<file path="config.mk">
export PLATFORM = sky130hd
export DESIGN_NAME = edge_hold_relay
export DESIGN_NICKNAME = d
export VERILOG_FILES = /design/src/rtl/edge_hold_pkg.sv /design/src/rtl/ehr_ctrl.sv /design/src/rtl/ehr_datapath.sv /design/src/rtl/edge_hold_relay.sv
export SDC_FILE = /design/constraint.sdc
export NUM_CORES = 1
export LEC_CHECK = 0
export ABC_AREA = 1
export BUFFER_PORTS_ARGS = -buffer_cell sky130_fd_sc_hd__buf_4
export CAP_MARGIN = 20
export CORE_MARGIN = 5
export CORE_UTILIZATION = 60
export CTS_CLUSTER_SIZE = 28
export DETAILED_ROUTE_END_ITERATION = 8
export PLACE_DENSITY = 0.78
export SLEW_MARGIN = 20
export SYNTH_ARGS = -nofsm -noshare
export SYNTH_HDL_FRONTEND = slang
export SYNTH_SLANG_ARGS = --single-unit
</file>
<file path="constraint.sdc">
create_clock -name clk -period 1.75 [get_ports clk]
set_input_delay 0.35 -clock clk [delete_from_list [all_inputs] [get_ports clk]]
set_output_delay 0.35 -clock clk [all_outputs]
set_load 0.02 [all_outputs]
</file>
<file path="src/rtl/edge_hold_pkg.sv">
package edge_hold_pkg;
  localparam int ADDR_W = 10;
  localparam int DATA_W = 32;

  // bank code = address bits 9:6 (each bank spans 16 words = 512 lines)
  localparam logic [3:0] BANK_MASK_SET  = 4'd3;   // 0x0C0
  localparam logic [3:0] BANK_MASK_CLR  = 4'd4;   // 0x100
  localparam logic [3:0] BANK_SENSE_SET = 4'd6;   // 0x180
  localparam logic [3:0] BANK_SENSE_CLR = 4'd7;   // 0x1C0
  localparam logic [3:0] BANK_POL_SET   = 4'd9;   // 0x240
  localparam logic [3:0] BANK_POL_CLR   = 4'd10;  // 0x280
  localparam logic [3:0] BANK_CTRL      = 4'd12;  // 0x300

  typedef struct packed {
    logic enable;    // record mode
    logic edgeOnly;  // forward level lines while recording
    logic flush;     // one-cycle replay command
  } ctlStrobes_t;
endpackage

</file>
<file path="src/rtl/ehr_ctrl.sv">
module ehr_ctrl
  import edge_hold_pkg::*;
#(
  parameter int NUM_LINES = 64
) (
  input  logic                 clk,
  input  logic                 rstN,
  input  logic                 wrEn,
  input  logic [ADDR_W-1:0]    addr,
  input  logic [DATA_W-1:0]    wrData,
  output logic [DATA_W-1:0]    rdData,
  output ctlStrobes_t          ctlStb,
  output logic [NUM_LINES-1:0] maskVec,
  output logic [NUM_LINES-1:0] senseVec,
  output logic [NUM_LINES-1:0] polVec
);
  localparam int NUM_WORDS = (NUM_LINES + 31) / 32;
  localparam int PAD       = NUM_WORDS * 32;

  logic [3:0] bankSel;
  logic [3:0] wordSel;
  logic       aligned;
  logic       wordHit;
  logic [NUM_LINES-1:0] lineHit;
  logic [NUM_LINES-1:0] maskQ, senseQ, polQ;
  logic       enableQ, edgeOnlyQ;
  logic       ctrlWr;

  assign bankSel = addr[9:6];
  assign wordSel = addr[5:2];
  assign aligned = (addr[1:0] == 2'b00);
  assign wordHit = aligned && (int'(wordSel) < NUM_WORDS);
  assign ctrlWr  = wrEn && aligned && (bankSel == BANK_CTRL) && (wordSel == 4'd0);

  // which lines a write word addresses with a one bit
  always_comb begin
    for (int i = 0; i < NUM_LINES; i++)
      lineHit[i] = wrEn && wordHit && (wordSel == 4'(i / 32)) && wrData[i % 32];
  end

  function automatic logic [NUM_LINES-1:0] bankSet(input logic [3:0] code);
    return (bankSel == code) ? lineHit : '0;
  endfunction

  always_ff @(posedge clk or negedge rstN) begin
    if (!rstN) begin
      maskQ  <= '0;
      senseQ <= '0;
      polQ   <= '1;
    end else begin
      maskQ  <= (maskQ  | bankSet(BANK_MASK_SET))  & ~bankSet(BANK_MASK_CLR);
      senseQ <= (senseQ | bankSet(BANK_SENSE_SET)) & ~bankSet(BANK_SENSE_CLR);
      polQ   <= (polQ   | bankSet(BANK_POL_SET))   & ~bankSet(BANK_POL_CLR);
    end
  end

  always_ff @(posedge clk or negedge rstN) begin
    if (!rstN) begin
      enableQ   <= 1'b0;
      edgeOnlyQ <= 1'b0;
    end else if (ctrlWr) begin
      enableQ   <= wrData[0];
      edgeOnlyQ <= wrData[1];
    end
  end

  assign ctlStb.enable   = enableQ;
  assign ctlStb.edgeOnly = edgeOnlyQ;
  assign ctlStb.flush    = ctrlWr && wrData[2];

  function automatic logic [31:0] pickWord(input logic [PAD-1:0] v, input logic [3:0] idx);
    logic [31:0] r;
    r = '0;
    for (int w = 0; w < NUM_WORDS; w++)
      if (idx == 4'(w)) r = v[w*32 +: 32];
    return r;
  endfunction

  always_comb begin
    rdData = '0;
    if (aligned) begin
      unique case (bankSel)
        BANK_MASK_SET,  BANK_MASK_CLR:  if (wordHit) rdData = pickWord(PAD'(maskQ), wordSel);
        BANK_SENSE_SET, BANK_SENSE_CLR: if (wordHit) rdData = pickWord(PAD'(senseQ), wordSel);
        BANK_POL_SET,   BANK_POL_CLR:   if (wordHit) rdData = pickWord(PAD'(polQ), wordSel);
        BANK_CTRL: if (wordSel == 4'd0) rdData = {29'b0, 1'b0, edgeOnlyQ, enableQ};
        default: rdData = '0;
      endcase
    end
  end

  assign maskVec  = maskQ;
  assign senseVec = senseQ;
  assign polVec   = polQ;
endmodule

</file>
<file path="src/rtl/ehr_datapath.sv">
module ehr_datapath
  import edge_hold_pkg::*;
#(
  parameter int NUM_LINES = 64
) (
  input  logic                 clk,
  input  logic                 rstN,
  input  logic [NUM_LINES-1:0] irqIn,
  input  ctlStrobes_t          ctlStb,
  input  logic [NUM_LINES-1:0] maskVec,
  input  logic [NUM_LINES-1:0] senseVec,
  input  logic [NUM_LINES-1:0] polVec,
  output logic [NUM_LINES-1:0] irqOut,
  output logic [NUM_LINES-1:0] pendingOut,
  output logic [NUM_LINES-1:0] pulseOut
);
  logic [NUM_LINES-1:0] syncA, syncB, prevQ;
  logic [NUM_LINES-1:0] pendQ, pulseQ;
  logic [NUM_LINES-1:0] rising, falling, qualEdge, capture;
  logic [NUM_LINES-1:0] levelFwd, bypass;

  assign rising   = syncB & ~prevQ;
  assign falling  = ~syncB & prevQ;
  assign qualEdge = (polVec & rising) | (~polVec & falling);
  assign capture  = qualEdge & ~senseVec & ~maskVec & {NUM_LINES{ctlStb.enable}};
  assign levelFwd = syncB & senseVec & ~maskVec & {NUM_LINES{ctlStb.edgeOnly}};
  assign bypass   = syncB & ~maskVec;

  always_ff @(posedge clk or negedge rstN) begin
    if (!rstN) begin
      syncA  <= '0;
      syncB  <= '0;
      prevQ  <= '0;
      pendQ  <= '0;
      pulseQ <= '0;
    end else begin
      syncA  <= irqIn;
      syncB  <= syncA;
      prevQ  <= syncB;
      // a capture on the flush edge survives into the next round
      pendQ  <= (ctlStb.flush ? '0 : pendQ) | capture;
      pulseQ <= ctlStb.flush ? pendQ : '0;
    end
  end

  assign irqOut     = pulseQ | (ctlStb.enable ? levelFwd : bypass);
  assign pendingOut = pendQ;
  assign pulseOut   = pulseQ;
endmodule

</file>
<file path="src/rtl/edge_hold_relay.sv">
module edge_hold_relay
  import edge_hold_pkg::*;
#(
  parameter int NUM_LINES = 64
) (
  input  logic                 clk,
  input  logic                 rstN,
  input  logic                 busWrEn,
  input  logic [ADDR_W-1:0]    busAddr,
  input  logic [DATA_W-1:0]    busWrData,
  output logic [DATA_W-1:0]    busRdData,
  input  logic [NUM_LINES-1:0] irqIn,
  output logic [NUM_LINES-1:0] irqOut
);
  ctlStrobes_t          ctlStb;
  logic [NUM_LINES-1:0] maskVec, senseVec, polVec;
  logic [NUM_LINES-1:0] pendVec, pulseVec;

  ehr_ctrl #(.NUM_LINES(NUM_LINES)) ctrl_i (
    .clk(clk), .rstN(rstN), .wrEn(busWrEn), .addr(busAddr), .wrData(busWrData),
    .rdData(busRdData), .ctlStb(ctlStb), .maskVec(maskVec), .senseVec(senseVec),
    .polVec(polVec)
  );

  ehr_datapath #(.NUM_LINES(NUM_LINES)) dp_i (
    .clk(clk), .rstN(rstN), .irqIn(irqIn), .ctlStb(ctlStb), .maskVec(maskVec),
    .senseVec(senseVec), .polVec(polVec), .irqOut(irqOut), .pendingOut(pendVec),
    .pulseOut(pulseVec)
  );
endmodule

</file>
==> run summary <==
Period utilization: 1.41
Pins Over Slew Limit: 0
Max_cap viols: 0
Number of cells after detailed placement: 3,274
Pwr Total: 25,500 µW
CTS sink count: 514
Nets@finish: 3,077
DP HPWL: 45,400 µm
Ratio of cells with drive above 1 in the final layout: 0.314
Top cells by area, synth: dfrtp_1 (50%), nand2_1 (8.5%), dfstp_2 (7.4%)
Slew headroom: 0.556
Die X: 204 µm
Total number of vias: 20,900
Synth Net Count: 2,651
# diodes: 0
Library cells used by synthesis: 31
GP Congestion: 0.945
# setup viols final: 96
Worst-path fanout max: 8
Buffers on Ports: 204
CTS tree: yes
Die ar.: 0.0418 mm²
Worst Path Required: 1.40 ns
Final worst-path setup slack: -0.720 ns
CP startpoint kind: flip-flop
Area grow syn2layout: 37.7%
Mean post-synth cell area: 8.92 µm²
Root Driver: clkbuf_16
Layout Skew: 0.0187 ns
Crit end category: primary output
Filler cells: 1,994
CP Class: reg2out
Ys async rst share: 1.00
Vert. Die Dim: 204 µm
Leak pwr: 0.0157 µW
Largest net degree at the start of global routing: 74
Post-Route Utilization: 0.833
YS warnings: 0
Main flop type after synthesis: dfrtp_1
Slew @ Worst Pin: 0.667 ns
Failing checks: setup timing
Antenna violations before repair: 2
Max Freq: 405 MHz
Via-to-Cell Ratio: 5.93
Total wire length: 77,200 µm
Routed len/inst: 21.9 µm
Row Count: 71
Post-synth design cell area: 0.0227 mm²
Core box area: 0.0375 mm²
# IOs: 205
H-tree levels: 2
Initial DRC Count: 2,132
Clock transition at path regs: 0.06 ns
Vias in the first global route: 21,800
Remaining DRCs: 0
Min Tclk post-route: 2.47 ns
Hold_ws: 0.0611 ns
Power Dens Cells: 815 mW/mm²
RSZ-0062 raised after global routing: true
HP Class: in2reg
Seq cells post-synth: 514
Final ANT Viol Nets: 0
Synth top area share: 0.496
Final hold vios: 0
Register Area: 0.0130 mm²
Global-route wire length before repair: 118,000 µm
Post-synthesis sequential area ratio: 0.570
Drt first pass iters: 6
Post-synth top area cell: dfrtp_1
Max Root-Sink Buffers: 3
Arrival time at the worst endpoint: 2.12 ns
GRT Residual Overflow: 0
Multi-input logic area: 0.00930 mm²
Setup TNS: -48.59 ns
Post-Synthesis Cells: 2,542
Initial core utilization: 0.605
GRT Total Usage: 0.360
VDD IR max: 0.000858 V
Num CTS Buffers: 52
Non-filler instance count after layout: 3,523
Status: complete, but fails checks
Number of synthesized flops with an enable pin: 0
Clock Latency Late Sink: 0.60 ns
[per-stage QoR]
| step | worst slack [ns] | cell area [µm²] |
|---|---|---|
| floorplan | -0.0176 | 23400 |
| global placement | -0.256 | 26600 |
| global route | -0.791 | 31200 |
| finish | -0.720 | 31200 |
| detailed placement | -0.332 | 26600 |
| CTS | -0.727 | 30400 |
[registers in the layout, summed over array words and instances, names as in the netlist]
name              count
ctrl_i.enableQ        1
ctrl_i.edgeOnlyQ      1
dp_i.prevQ           64
ctrl_i.senseVec      64
dp_i.pendingOut      64
ctrl_i.polVec        64
dp_i.syncB           64
dp_i.syncA           64
ctrl_i.maskVec       64
dp_i.pulseOut        64
[final timing paths]
path | to | slack, ns | cells past startpoint | startpoint
min in group asynchronous | dp_i.pulseOut[3] | 0.24 | 2 | rstN
max reg2reg | dp_i.pendingOut[11] | 0.10 | 8 | ctrl_i.enableQ
max | irqOut[15] | -0.72 | 8 | ctrl_i.enableQ
min | ctrl_i.polVec[37] | 0.06 | 4 | busWrData[5]
min reg2reg | dp_i.syncB[33] | 0.34 | 0 | dp_i.syncA[33]
max in group asynchronous | ctrl_i.polVec[53] | 0.72 | 4 | rstN
[cell usage in the layout, fill, tap and decap left out, drive strengths merged]
master,count
nand4,6
clkinvlp,3
o21ai,144
clkbuf,89
buf,410
bufinv,1
a22oi,96
dfrtp,450
o41ai,64
nor2,321
a21oi,97
o22ai,63
dlygate4sd3,65
nor3,1
nand2,518
dfstp,64
clkinv,13
inv,440
nand3,167
[critical path, stage by stage (launching register included)]
cell	delay, ns
dfrtp_1	0.40
inv_4	0.11
buf_4	0.12
buf_8	0.12
buf_16	0.17
nor2_2	0.06
o41ai_2	0.24
buf_4	0.19
buf_6	0.11
[power by group]
group / switching [µW] / leakage, µW / internal [µW]
clock network: 4730 / 0.000849 / 6460
registers: 199 / 0.00552 / 12200
logic: 1130 / 0.00936 / 725
[per-layer routing]
layer	track usage	up-vias	share of wire
li1	-	9013	-
met1	0.441	10100	0.34
met2	0.591	1350	0.48
met3	0.0865	481	0.11
met4	0.202	4	0.071
met5	0	-	0.00021
[synth_stat cells (2+ instances only)]
cell	count
a21oi_1	96
a22oi_1	96
buf_1	7
buf_12	3
buf_2	35
buf_4	4
buf_6	2
clkbuf_1	56
dfrtp_1	450
dfstp_2	64
inv_1	439
inv_2	3
nand2_1	515
nand2_2	2
nand3_1	165
nand3_4	2
nand4_1	5
nor2_1	256
nor2_2	32
nor2_4	3
nor2_8	30
o21ai_0	137
o21ai_1	7
o22ai_1	63
o41ai_1	64
[cell type report]
| cell class | count | share of cell area |
|---|---|---|
| inverter | 444 | 0.0540 |
| tap | 511 | 0.0205 |
| sequential | 514 | 0.415 |
| timing repair buffer | 479 | 0.158 |
| clock inverter | 13 | 0.00341 |
| multi-input combinational | 1477 | 0.298 |
| clock buffer | 85 | 0.0518 |
[logic make-up after synthesis]
kind of cell	share of synthesized area
simple gates	0.206
buf+inv	0.0966
flops	0.570
compound gates	0.127
[what timing repair did]
item / CTS / global route
hold buffers: 65 / 0
cloned: 8 / 5
hold endpoints to repair: 221 / 0
gates resized for setup: 197 / 164
endpoints found under the setup margin: 96 / 96
pin swaps: 108 / 78
buffers inserted: 56 / 19
No activity file was read; power rests on OpenSTA's default activity.
